## src/rtl/dgsa_pkg.sv

```systemverilog
package dgsa_pkg;

  typedef enum logic [2:0] {
    UNIT_PSEUDO = 3'd0,
    UNIT_FIX    = 3'd1,
    UNIT_LDST   = 3'd2,
    UNIT_FLT    = 3'd3,
    UNIT_VALU   = 3'd4,
    UNIT_VPERM  = 3'd5,
    UNIT_CRU    = 3'd6,
    UNIT_BRU    = 3'd7
  } unit_e;

endpackage

```

## src/rtl/dgsa_unit_decode.sv

```systemverilog
module dgsa_unit_decode
  import dgsa_pkg::*;
(
  input  unit_e unit_i,
  output logic  is_pseudo_o,
  output logic  is_ordinary_o,
  output logic  is_cr_o,
  output logic  is_branch_o
);

  always_comb begin
    is_pseudo_o   = 1'b0;
    is_ordinary_o = 1'b0;
    is_cr_o       = 1'b0;
    is_branch_o   = 1'b0;
    unique case (unit_i)
      UNIT_PSEUDO: is_pseudo_o   = 1'b1;
      UNIT_FIX,
      UNIT_LDST,
      UNIT_FLT,
      UNIT_VALU,
      UNIT_VPERM:  is_ordinary_o = 1'b1;
      UNIT_CRU:    is_cr_o       = 1'b1;
      UNIT_BRU:    is_branch_o   = 1'b1;
      default:     is_pseudo_o   = 1'b1;
    endcase
  end

endmodule

```

## src/rtl/dgsa_slot_rules.sv

```systemverilog
module dgsa_slot_rules #(
  parameter int CNT_W       = 3,
  parameter int LAST_FREE   = 4,
  parameter int CRACK_MAX   = 2,
  parameter int CR_WINDOW   = 2
) (
  input  logic             clk,
  input  logic             rst_n,
  input  logic             valid_i,
  input  logic             is_pseudo_i,
  input  logic             is_ordinary_i,
  input  logic             is_cr_i,
  input  logic             first_i,
  input  logic             single_i,
  input  logic             cracked_i,
  input  logic             ctr_branch_i,
  input  logic [CNT_W-1:0] cnt_i,
  input  logic             ctr_seen_i,
  output logic             accept_o,
  output logic             hazard_o,
  output logic             noop_o
);

  localparam logic [CNT_W-1:0] CNT_LAST  = CNT_W'(LAST_FREE);
  localparam logic [CNT_W-1:0] CNT_CRACK = CNT_W'(CRACK_MAX);
  localparam logic [CNT_W-1:0] CNT_CRWIN = CNT_W'(CR_WINDOW);

  logic viol_place;
  logic viol_crack;
  logic viol_tail;
  logic viol_cr;
  logic viol_ctr;
  logic refuse;

  always_comb begin
    viol_place = (first_i || single_i) && (cnt_i != '0);
    viol_crack = cracked_i && (cnt_i > CNT_CRACK);
    viol_tail  = is_ordinary_i && (cnt_i == CNT_LAST);
    viol_cr    = is_cr_i && (cnt_i >= CNT_CRWIN);
    viol_ctr   = ctr_branch_i && ctr_seen_i;
    refuse     = !is_pseudo_i &&
                 (viol_place || viol_crack || viol_tail || viol_cr || viol_ctr);
    accept_o   = valid_i && !refuse;
    hazard_o   = valid_i && refuse;
    noop_o     = hazard_o && (cnt_i != CNT_LAST);
  end

  AST_ONE_VERDICT: assert property (@(posedge clk) disable iff (!rst_n)
    !(accept_o && hazard_o));

  AST_NOOP_WITH_HAZ: assert property (@(posedge clk) disable iff (!rst_n)
    noop_o |-> hazard_o);

  AST_PLACE_AT_ZERO: assert property (@(posedge clk) disable iff (!rst_n)
    (accept_o && !is_pseudo_i && (first_i || single_i)) |-> (cnt_i == '0));

  AST_CR_WINDOW: assert property (@(posedge clk) disable iff (!rst_n)
    (accept_o && is_cr_i) |-> (cnt_i < CNT_CRWIN));

endmodule

```

## src/rtl/dgsa_group_tracker.sv

```systemverilog
module dgsa_group_tracker #(
  parameter int CNT_W     = 3,
  parameter int LAST_FREE = 4
) (
  input  logic             clk,
  input  logic             rst_n,
  input  logic             valid_i,
  input  logic             accept_i,
  input  logic             hazard_i,
  input  logic             is_pseudo_i,
  input  logic             is_branch_i,
  input  logic             single_i,
  input  logic             cracked_i,
  input  logic             ctr_write_i,
  output logic [CNT_W-1:0] cnt_o,
  output logic             ctr_seen_o,
  output logic             start_o
);

  localparam logic [CNT_W-1:0] CNT_LAST = CNT_W'(LAST_FREE);
  localparam logic [CNT_W-1:0] CNT_ONE  = CNT_W'(1);
  localparam logic [CNT_W-1:0] CNT_TWO  = CNT_W'(2);

  logic [CNT_W-1:0] cnt_q, cnt_d;
  logic             ctr_q, ctr_d;
  logic             start_q, start_d;
  logic             close;
  logic             upd_en;

  always_comb begin
    close   = valid_i && (hazard_i || (accept_i && is_branch_i));
    cnt_d   = cnt_q;
    ctr_d   = ctr_q;
    start_d = 1'b0;
    if (close) begin
      cnt_d   = '0;
      ctr_d   = 1'b0;
      start_d = 1'b1;
    end else if (valid_i && accept_i && !is_pseudo_i) begin
      if (single_i)
        cnt_d = CNT_LAST;
      else if (cracked_i)
        cnt_d = cnt_q + CNT_TWO;
      else
        cnt_d = cnt_q + CNT_ONE;
      ctr_d = ctr_q || ctr_write_i;
    end
    upd_en = valid_i;
  end

  always_ff @(posedge clk or negedge rst_n) begin
    if (!rst_n) begin
      cnt_q <= '0;
      ctr_q <= 1'b0;
    end else if (upd_en) begin
      cnt_q <= cnt_d;
      ctr_q <= ctr_d;
    end
  end

  always_ff @(posedge clk or negedge rst_n) begin
    if (!rst_n)
      start_q <= 1'b0;
    else
      start_q <= start_d;
  end

  assign cnt_o      = cnt_q;
  assign ctr_seen_o = ctr_q;
  assign start_o    = start_q;

  AST_NO_OVERFLOW: assert property (@(posedge clk) disable iff (!rst_n)
    cnt_q <= CNT_LAST);

  AST_CLOSE_CLEARS: assert property (@(posedge clk) disable iff (!rst_n)
    (valid_i && hazard_i) |=> (cnt_q == '0 && !ctr_q && start_q));

  AST_SINGLE_FILLS: assert property (@(posedge clk) disable iff (!rst_n)
    (valid_i && accept_i && single_i && !is_pseudo_i && !is_branch_i)
      |=> (cnt_q == CNT_LAST));

  AST_BRANCH_ENDS: assert property (@(posedge clk) disable iff (!rst_n)
    (valid_i && accept_i && is_branch_i) |=> (cnt_q == '0 && start_q));

  AST_PSEUDO_HOLDS: assert property (@(posedge clk) disable iff (!rst_n)
    (valid_i && accept_i && is_pseudo_i) |=> $stable(cnt_q));

endmodule

```

## src/rtl/dgsa_top.sv

```systemverilog
module dgsa_top
  import dgsa_pkg::*;
#(
  parameter int GROUP_SLOTS = 5,
  parameter int CR_WINDOW   = 2,
  parameter int CNT_W       = $clog2(GROUP_SLOTS + 1)
) (
  input  logic             clk,
  input  logic             rst_n,
  input  logic             cand_valid,
  input  logic [2:0]       cand_unit,
  input  logic             cand_first,
  input  logic             cand_single,
  input  logic             cand_cracked,
  input  logic             cand_ctr_write,
  input  logic             cand_ctr_branch,
  output logic             issue_accept,
  output logic             group_hazard,
  output logic             noop_req,
  output logic [CNT_W-1:0] slot_count,
  output logic             group_start
);

  localparam int LAST_FREE = GROUP_SLOTS - 1;
  localparam int CRACK_MAX = GROUP_SLOTS - 3;

  logic             is_pseudo, is_ordinary, is_cr, is_branch;
  logic [CNT_W-1:0] cnt;
  logic             ctr_seen;
  logic             acc, haz, noop;

  dgsa_unit_decode u_decode (
    .unit_i        (unit_e'(cand_unit)),
    .is_pseudo_o   (is_pseudo),
    .is_ordinary_o (is_ordinary),
    .is_cr_o       (is_cr),
    .is_branch_o   (is_branch)
  );

  dgsa_slot_rules #(
    .CNT_W     (CNT_W),
    .LAST_FREE (LAST_FREE),
    .CRACK_MAX (CRACK_MAX),
    .CR_WINDOW (CR_WINDOW)
  ) u_rules (
    .clk           (clk),
    .rst_n         (rst_n),
    .valid_i       (cand_valid),
    .is_pseudo_i   (is_pseudo),
    .is_ordinary_i (is_ordinary),
    .is_cr_i       (is_cr),
    .first_i       (cand_first),
    .single_i      (cand_single),
    .cracked_i     (cand_cracked),
    .ctr_branch_i  (cand_ctr_branch),
    .cnt_i         (cnt),
    .ctr_seen_i    (ctr_seen),
    .accept_o      (acc),
    .hazard_o      (haz),
    .noop_o        (noop)
  );

  dgsa_group_tracker #(
    .CNT_W     (CNT_W),
    .LAST_FREE (LAST_FREE)
  ) u_tracker (
    .clk         (clk),
    .rst_n       (rst_n),
    .valid_i     (cand_valid),
    .accept_i    (acc),
    .hazard_i    (haz),
    .is_pseudo_i (is_pseudo),
    .is_branch_i (is_branch),
    .single_i    (cand_single),
    .cracked_i   (cand_cracked),
    .ctr_write_i (cand_ctr_write),
    .cnt_o       (cnt),
    .ctr_seen_o  (ctr_seen),
    .start_o     (group_start)
  );

  assign issue_accept = acc;
  assign group_hazard = haz;
  assign noop_req     = noop;
  assign slot_count   = cnt;

  AST_IDLE_QUIET: assert property (@(posedge clk) disable iff (!rst_n)
    !cand_valid |-> (!issue_accept && !group_hazard));

  AST_PSEUDO_TAKEN: assert property (@(posedge clk) disable iff (!rst_n)
    (cand_valid && cand_unit == 3'd0) |-> issue_accept);

endmodule

```

## config.mk

```make
export PLATFORM = sky130hd
export DESIGN_NAME = dgsa_top
export DESIGN_NICKNAME = d
export VERILOG_FILES = /design/src/rtl/dgsa_pkg.sv /design/src/rtl/dgsa_unit_decode.sv /design/src/rtl/dgsa_slot_rules.sv /design/src/rtl/dgsa_group_tracker.sv /design/src/rtl/dgsa_top.sv
export SDC_FILE = /design/constraint.sdc
export NUM_CORES = 1
export LEC_CHECK = 0
export ABC_AREA = 0
export BUFFER_PORTS_ARGS = -buffer_cell sky130_fd_sc_hd__buf_2
export CORE_AREA = 2 2 39 41
export CTS_CLUSTER_DIAMETER = 100
export DETAILED_ROUTE_END_ITERATION = 6
export DIE_AREA = 0 0 41 43
export PLACE_DENSITY_LB_ADDON = 0.08
export SLEW_MARGIN = 20
export SYNTH_ARGS = -nofsm -noshare
export SYNTH_HDL_FRONTEND = slang
export SYNTH_SLANG_ARGS = --single-unit
```

## constraint.sdc

```tcl
create_clock -name clk -period 4.9 [get_ports clk]
set_input_delay 0.245 -clock clk [delete_from_list [all_inputs] [get_ports clk]]
set_output_delay 0.245 -clock clk [all_outputs]
set_load 0.03 [all_outputs]
```

After elaboration in Yosys (flattened, before gate mapping)

Index checks and enable logic that the tools add are counted.

Memory bits (writable): 0
Output and inout port bits: 7
Word-level logic and storage cells: 54
Latch bits: 0
Bits in read-only memories: 0
Register bits: 5
Input port bits: 11
Memories: 0

Equal/unequal tests: 9
Divide/modulo/power cells: 0
Add/subtract/negate cells: 2
Bitwise logic cells: 0
Multiply operators: 0
Shift-type cells: 0
Reductions and logical operators: 27
Order comparisons: 2
Multiplexer cells: 11

Operator list:

| cell                | number |
|---|---|
| $eq 3x3->1 const B  | 5 |
| $logic_and 1x1->1   | 13 |
| $mux 3              | 4 |
| $logic_or 1x1->1    | 7 |
| $mux 1              | 7 |
| $eq 3x2->1 const B  | 2 |
| $reduce_or 5->1     | 1 |
| $add 3x1->3 const B | 1 |
| $add 3x2->3 const B | 1 |
| $eq 3x1->1 const B  | 1 |
| $ge 3x2->1 const B  | 1 |
| $gt 3x2->1 const B  | 1 |
| $logic_not 3->1     | 1 |
| $ne 3x3->1 const B  | 1 |
| $reduce_bool 3->1   | 1 |
| $logic_not 1->1     | 2 |
| $reduce_and 2->1    | 1 |
| $reduce_bool 2->1   | 1 |

Depth between registers and ports, before layout

Gate-level depths: netlist of run 1.

Depth after elaboration: 15
Gate-level depth with buffers: 8
Gate-level depth less buffers: 7

Modules after synthesis

From an unflattened synthesis of run 1, not the netlist that was laid out.

Cell total of the unflattened synthesis: 46
Area total of the unflattened synthesis: 420.4 sq um

Modules (own cells, without submodules):

| module             | cells each | area an instance (sq um) | instances | seq. area each (sq um) |
|---|---|---|---|---|
| dgsa_group_tracker | 27         | 295.3                    | 1         | 125.1 |
| dgsa_slot_rules    | 14         | 95.1                     | 1         | 0.0 |
| dgsa_unit_decode   | 5          | 30.0                     | 1         | 0.0 |

Worst setup path before layout of run 1

OpenSTA, ideal clock, no wires.

Path kind: flip-flop to output port
From: register u_tracker.cnt_q[0] (netlist: u_tracker.cnt_o[0])
To: output noop_req
Data required time: 4.655 ns
Arrival time: 2.141 ns
Setup slack: 2.514 ns
Cell stages (with the launch flop): 8
Path buffers: 1
Path through: dfrtp_1 -> inv_1 -> ha_1 -> nand2b_1 -> a2bb2oi_1 -> o211a_1 -> buf_6 -> a211oi_1

Longest elaborated chain between the ends: 9
Elaborated cells between the ends (all ways): 16

RTL lines:

| item                                            | line                                         | source |
|---|---|---|
| start, declared                                 | dgsa_group_tracker.sv:24                     | `logic [CNT_W-1:0] cnt_q, cnt_d;` |
| start signal, assigned                          | dgsa_group_tracker.sv:56                     | `cnt_q <= cnt_d;` |
| $gt 3x2->1 or $reduce_bool 3->1 (tied branches) | dgsa_slot_rules.sv:37, dgsa_slot_rules.sv:36 |  |
| $logic_and 1x1->1, on equally long branches     | dgsa_slot_rules.sv:37, dgsa_slot_rules.sv:36 |  |
| $logic_or 1x1->1 (4 in series)                  | dgsa_slot_rules.sv:42                        | `(viol_place \|\| viol_crack \|\| viol_tail \|\| viol_cr \|\| viol_ctr);` |
| $logic_and 1x1->1                               | dgsa_slot_rules.sv:41                        | `refuse = !is_pseudo_i &&` |
| $logic_and 1x1->1                               | dgsa_slot_rules.sv:44                        | `hazard_o = valid_i && refuse;` |
| $logic_and 1x1->1 *                             | dgsa_slot_rules.sv:45                        | `noop_o = hazard_o && (cnt_i != CNT_LAST);` |
| end, declared                                   | dgsa_top.sv:19                               | `output logic noop_req,` |

Every way passes the cells marked *; elsewhere a longest branch is shown, timed or not.

Worst setup path after layout of run 1

From: register u_tracker.cnt_q[0] (netlist: u_tracker.cnt_o[0])
To: output issue_accept

Longest elaborated chain between the ends: 9
Elaborated cells between the ends (all ways): 15

RTL lines:

| item                                            | line                                         | source |
|---|---|---|
| $gt 3x2->1 or $reduce_bool 3->1 (tied branches) | dgsa_slot_rules.sv:37, dgsa_slot_rules.sv:36 |  |
| $logic_and 1x1->1, on equally long branches     | dgsa_slot_rules.sv:37, dgsa_slot_rules.sv:36 |  |
| $logic_or 1x1->1 (2 in series)                  | dgsa_slot_rules.sv:42                        |  |
| $logic_or 1x1->1 * (2 in series)                | dgsa_slot_rules.sv:42                        |  |
| $logic_and 1x1->1 *                             | dgsa_slot_rules.sv:41                        |  |
| $logic_not 1->1 *                               | dgsa_slot_rules.sv:43                        | `accept_o = valid_i && !refuse;` |
| $logic_and 1x1->1 *                             | dgsa_slot_rules.sv:43                        |  |
| end, declared                                   | dgsa_top.sv:17                               | `output logic issue_accept,` |

Marks and branches as above.

==> parameters.txt, run 1 <==
Parameter                              Value

Yosys
  EDFF count, synth    0
  Mean cell area of the mapped netlist    9.07 µm²
  Number of unique standard cell types used by synthesis    28
  Number of warnings printed during yosys synthesis    0
  Leading register cell type out of synthesis    sky130_fd_sc_hd__dfrtp_1
  Leading area contributor after synthesis    sky130_fd_sc_hd__dfrtp_1
  Synthesized cell area    435 µm²
  Area share of the leading cell type in the synthesized netlist    28.7%
  Synthesized netlist net count    63
  Sequential element share of the synthesized area    28.7%
  Mapped Cells    48
  Share of flip-flops with an asynchronous set or reset after synthesis    100%
  Number of synthesized register bits    5
  Biggest area contributors in the synthesized netlist    sky130_fd_sc_hd__dfrtp_1, sky130_fd_sc_hd__ha_1, sky130_fd_sc_hd__o22ai_4

Power and ir drop
  VDD IR max    0.354 mV
  Power density over the cells    609 nW/µm²
  Static Leakage    0.000283 µW

Worst setup path
  Crit path launch type    register
  Data required time at the worst endpoint    4.66 ns
  Critical-path maximum fanout    9
  Endpoint type of the worst setup path    output port
  Cell class contributing the biggest share of worst-path delay    compound AO/OA/AOI/OAI gates
  Slowest stage cell, crit path    sky130_fd_sc_hd__o211a_1
  Kind of critical path    reg2out
  Worst path cell trace    inv_1 > ha_1 > a21boi_0 > o32ai_1 > o211a_1 > o21a_1 > buf_2
  Number of cells on the worst reg-to-reg path    7
  Critical Path Max Stage Delay    0.42 ns
  Critical path depth    7
  Worst Path Arrival    2.18 ns
  Combined buffer and inverter count along the critical path    2

Clock tree
  Count of clock tree sinks    5
  Post-CTS Setup Bufs    0
  Clock root buffer master    sky130_fd_sc_hd__clkbuf_4
  Clock-pin slew on the worst setup and hold paths    0.05 ns
  H-tree depth    1
  CTS buffer count    3
  Maximum buffer depth of the clock tree    2
  Clock latency of the later-clocked register in the worst-skew pair    0.24 ns
  CTS tree    yes

GRT
  Overall overflow remaining after global route    0
  Initial antenna violation count    0
  GR Util All Layers    12.9%
  First-pass GRT wire length    1570 µm
  Via count of the first global-routing pass    398
  Pin count of the biggest net entering global routing    10

Route
  Average detailed-routed wire length per instance    11.6 µm
  Drc violations    0
  Via-per-instance ratio    5.02
  Count of vias placed by the detailed router    427
  Number of nets still failing antenna checks after routing    0
  Number of design-rule violations left by the first detailed-router iteration    1
  Pre-antenna DRT Iters    4
  Final wirelength    986 µm

Finish
  Net total in the final layout    85
  End-of-flow core utilization    40.9%
  Area grow syn2layout    29.9%
  Diodes inserted    0
  Most used cells in the layout excluding fill and tap cells    sky130_fd_sc_hd__buf_2, sky130_fd_sc_hd__nor2_1, sky130_fd_sc_hd__dfrtp_1
  Commonest non-fill, non-tap cell in the layout    sky130_fd_sc_hd__buf_2
  Layout cell share with drive strength beyond 1    33.3%
  Filler Cells Inserted    138

STA
  Fin crit share    49.4%
  Worst-case clock skew    0.00222 ns
  Final count of negative-setup-slack endpoints    0
  Slew at the pin with the worst max-slew slack    0.337 ns
  Fin crit period    2.42 ns
  Setup TNS Final    0 ns
  Max Clock Freq    0.413 GHz
  Setup repair after global routing missed its margin    no
  Worst slew slack as a fraction of its limit    77.5%
  Final Max Slew Viols    0
  Endpoints failing hold    0

Floorplanning
  Standard-cell row count    14
  Die outline width    41 µm
  Starting Density    31.5%
  Number of I/O pins    18
  Floorplan die height    43 µm
  Core Area    1380 µm²
  DIE AREA    1760 µm²

Hold path
  Hold Path Cell Cnt    3
  Path class of the lowest-slack min-delay path    in2reg

Placement
  Number of buffers added on ports    17
  DP Wirelength    781 µm
  Routability congestion estimate from global placement    0.773

Outcome
  Result of the run    finished clean

Run
  Number of max-cap violations    0
-- routing by layer --
metal	up-vias	GRT usage [%]	part of all wire, %
met4	0	8.00	0
met1	199	15.4	47
met3	0	0	2.9
met2	9	21.6	50
met5	-	0	0
li1	219	-	-
-- per-stage QoR --
stage	setup WS, ns	total power, µW	area, µm²	hold slack [ns]	instances
finish	2.48	345	566	0.253	85
global placement	2.78	300	529	0.0639	80
CTS	2.49	346	566	0.250	85
floorplan	2.51	257	435	-0.0506	48
detailed placement	2.76	295	529	0.0648	80
global route	2.32	369	566	0.280	85
-- logic make-up after synthesis --
logic type	synth area share, %
AOI/OAI and AO/OA	30.7
xor gates and xnor gates	2.01
adders and majority gates	11.5
buffers and inverters	6.03
DFF	28.7
muxes	2.59
and+or+nand+nor	18.4
-- report_power, final --
group	internal, µW	switching [µW]	leakage [µW]
clock	30.8	16.8	0.0000150
combinational	82.3	140	0.000202
sequential	57.1	17.8	0.0000658
total	170	174	0.000283
-- path summary, 6_finish.rpt --
check | start | end | slack, ns
worst min register to register | u_tracker.ctr_seen_o | u_tracker.ctr_seen_o | 0.50
min in group asynchronous | rst_n | u_tracker.cnt_o[2] | 0.34
worst max-delay path | u_tracker.cnt_o[0] | issue_accept | 2.48
worst max register to register | u_tracker.cnt_o[0] | u_tracker.cnt_o[2] | 2.83
worst min-delay path | cand_ctr_write | u_tracker.ctr_seen_o | 0.25
max in group asynchronous | rst_n | u_tracker.cnt_o[1] | 4.43
-- worst min-delay path: cells and delay by family --
family	cells	cell delay, ns
simple gates	1	0.07
buf+inv	1	0.08
compound gates	1	0.06
-- sequential cells by signal, indices dropped and copies added, names as in the netlist --
| name | count |
|---|---|
| u_tracker.start_o | 1 |
| u_tracker.cnt_o | 3 |
| u_tracker.ctr_seen_o | 1 |
-- layout make-up --
cell class / count / area [µm²] / area share (%)
multi-input combinational: 38 / 284 / 50.2
sequential: 5 / 125 / 22.1
timing repair buffer: 18 / 95.1 / 16.8
clock buffer: 4 / 26.3 / 4.65
tap: 16 / 20.0 / 3.54
inverter: 4 / 15.0 / 2.65
-- timing repair --
| action | in CTS | in global routing |
|---|---|---|
| setup endpoints to repair | 0 | 0 |
| hold endpoints to repair | 5 | 0 |
| hold buffers | 1 | 0 |
| resized for setup | 0 | 0 |
-- Yosys cell counts, types with 2 or more instances --
master                     count
sky130_fd_sc_hd__nor2_1        5
sky130_fd_sc_hd__nand2_1       3
sky130_fd_sc_hd__nand2b_1      2
sky130_fd_sc_hd__o21ai_0       2
sky130_fd_sc_hd__a31oi_1       2
sky130_fd_sc_hd__ha_1          4
sky130_fd_sc_hd__dfrtp_1       5
sky130_fd_sc_hd__inv_1         4
sky130_fd_sc_hd__a21oi_1       2
Note: power is estimated with default switching activity, not from simulation.
==> run 2, diff against run 1 <==
==> constraint.sdc (replaced) <==
create_clock -name clk -period 2.25 [get_ports clk]
set_input_delay 0.1125 -clock clk [delete_from_list [all_inputs] [get_ports clk]]
set_output_delay 0.1125 -clock clk [all_outputs]
set_load 0.03 [all_outputs]
==> parameters.txt, run 2 (same netlist as run 1, synthesis figures left out) <==
Parameter                              Value

Outcome
  Result of the run    finished clean

STA
  Endpoints failing hold    0 (unchanged)
  Fin crit period    2.07 ns
  Final count of negative-setup-slack endpoints    0 (unchanged)
  Minimum setup slack in the final design    0.176 ns (-2.30 ns)
  Fin crit share    92.2%
  Slew at the pin with the worst max-slew slack    0.278 ns (-0.0591 ns)
  Max Clock Freq    0.482 GHz
  Setup TNS Final    0 ns (unchanged)
  Setup repair after global routing missed its margin    no
  Worst-case clock skew    0.00183 ns (-0.000394 ns)
  Final Max Slew Viols    0 (unchanged)
  Worst slew slack as a fraction of its limit    81.5% (+3.9 points)

Finish
  Layout cell share with drive strength beyond 1    40.3% (+6.9 points)
  Net total in the final layout    88 (+3.5%)
  Finished Layout Cells    88 (+3.5%)
  Diodes inserted    0 (unchanged)
  Commonest non-fill, non-tap cell in the layout    sky130_fd_sc_hd__buf_2
  Area grow syn2layout    37.9%
  Most used cells in the layout excluding fill and tap cells    sky130_fd_sc_hd__buf_2, sky130_fd_sc_hd__nor2_1, sky130_fd_sc_hd__dfrtp_1
  Max FFs per register    3 (unchanged)

Floorplanning
  Floorplan die height    43 µm (unchanged)
  Starting Density    31.5% (unchanged)
  Core Area    1380 µm² (unchanged)
  DIE AREA    1760 µm² (unchanged)
  Number of I/O pins    18 (unchanged)
  Standard-cell row count    14 (unchanged)
  Die outline width    41 µm (unchanged)

Clock tree
  Clock latency of the later-clocked register in the worst-skew pair    0.23 ns (about the same)
  CTS tree    yes
  CTS buffer count    3 (unchanged)
  Count of clock tree sinks    5 (unchanged)
  Clock root buffer master    sky130_fd_sc_hd__clkbuf_4
  Clock-pin slew on the worst setup and hold paths    0.04 ns (about the same)
  H-tree depth    1 (unchanged)
  Maximum buffer depth of the clock tree    2 (unchanged)

Worst setup path
  Endpoint type of the worst setup path    output port
  Worst Path Arrival    1.96 ns (-0.22 ns)
  Critical-path maximum fanout    5 (-4)
  Data required time at the worst endpoint    2.14 ns (-2.52 ns)
  Kind of critical path    reg2out
  Crit path launch type    register

Placement
  Number of buffers added on ports    17 (unchanged)
  Routability congestion estimate from global placement    0.742 (-4.0%)
  Placed Cells incl. Taps    81 (+1.3%)
  DP Wirelength    778 µm (-0.46%)
  Pre-CTS setup slack    0.206 ns (-2.55 ns)

GRT
  First-pass GRT wire length    1550 µm (-1.3%)
  Initial antenna violation count    0 (unchanged)
  Overall overflow remaining after global route    0 (unchanged)
  GR Util All Layers    12.7% (-0.21 points)
  Via count of the first global-routing pass    406 (+2.0%)
  Pin count of the biggest net entering global routing    8 (-2)

Power and ir drop
  VDD IR max    0.633 mV (+79%)
  Power density over the cells    1380 nW/µm² (+130%)
  Static Leakage    0.000296 µW (+4.6%)

Route
  Number of nets still failing antenna checks after routing    0 (unchanged)
  Number of design-rule violations left by the first detailed-router iteration    7 (+6)
  Pre-antenna DRT Iters    2 (-2)
  Drc violations    0 (unchanged)
  Final wirelength    954 µm (-3.2%)
  Via-per-instance ratio    4.81 (-4.3%)
  Average detailed-routed wire length per instance    10.8 µm (-6.5%)
  Count of vias placed by the detailed router    423 (-0.94%)

Hold path
  Path class of the lowest-slack min-delay path    in2reg

Run
  Number of max-cap violations    0 (unchanged)
## run 2: cell count changes in the layout (fill, tap and decap cells not counted), sizes merged
cell / previous run / this run
buf: 17 / 20
## run 2: path summary, 6_finish.rpt
path                                 startpoint                    to  slack, ns  cells past startpoint
hold / removal                   cand_ctr_write  u_tracker.ctr_seen_o       0.13                      3
setup / recovery             u_tracker.cnt_o[0]          issue_accept       0.18                      7
min in group asynchronous                 rst_n    u_tracker.cnt_o[1]       0.22                      2
max in group asynchronous                 rst_n    u_tracker.cnt_o[2]       1.91                      2
hold reg to reg            u_tracker.ctr_seen_o  u_tracker.ctr_seen_o       0.51                      2
setup reg to reg             u_tracker.cnt_o[0]    u_tracker.cnt_o[2]       0.27                      8
## run 2: power by group
part | total (µW) | switching, µW | internal (µW)
Clock | 99.6 | 32.9 | 66.8
Sequential | 157 | 32.2 | 125
Combinational | 571 | 329 | 243
## run 2: through the flow
stage	utilization, %	hold slack (ns)	cell area [µm²]	power [µW]
final	43.4	0.129	601	828
after global routing	43.4	0.145	601	901
after CTS	42.9	0.119	593	823
after detailed placement	39.2	-0.0687	542	665
after global placement	39.2	-0.0701	542	672
after floorplan	-	-0.183	440	571
## run 2: layer usage
| layer | track usage (%) | vias up | part of all wire, % |
|---|---|---|---|
| met3 | 2.62 | 0 | 3.5 |
| met1 | 16.3 | 190 | 49 |
| met2 | 19.1 | 10 | 47 |
| li1 | - | 223 | - |
| met5 | 0 | - | 0 |
| met4 | 6.67 | 0 | 0 |
## run 2: repair_timing
action,4_1_cts,5_1_grt
buffers inserted,2,0
cloned,0,0
hold buffers,1,0
pin swaps,1,0
hold endpoints to repair,5,0
resized for setup,1,1
endpoints found under the setup margin,1,1
## run 2: final cells by class
type | instances | area (µm²)
Multi-Input combinational cell | 38 | 297
Tap cell | 16 | 20.0
Timing Repair Buffer | 21 | 118
Fill cell | 154 | 783
Inverter | 4 | 15.0
Clock buffer | 4 | 26.3
Sequential cell | 5 | 125
## run 2: critical path, cell delays in order, from the launching register on
cell and delay, ns:
sky130_fd_sc_hd__dfrtp_1 0.40, sky130_fd_sc_hd__inv_1 0.10, sky130_fd_sc_hd__ha_1 0.24, sky130_fd_sc_hd__a21boi_0 0.15, sky130_fd_sc_hd__o32ai_2 0.24, sky130_fd_sc_hd__o211a_2 0.29, sky130_fd_sc_hd__o21a_1 0.12, sky130_fd_sc_hd__buf_2 0.18
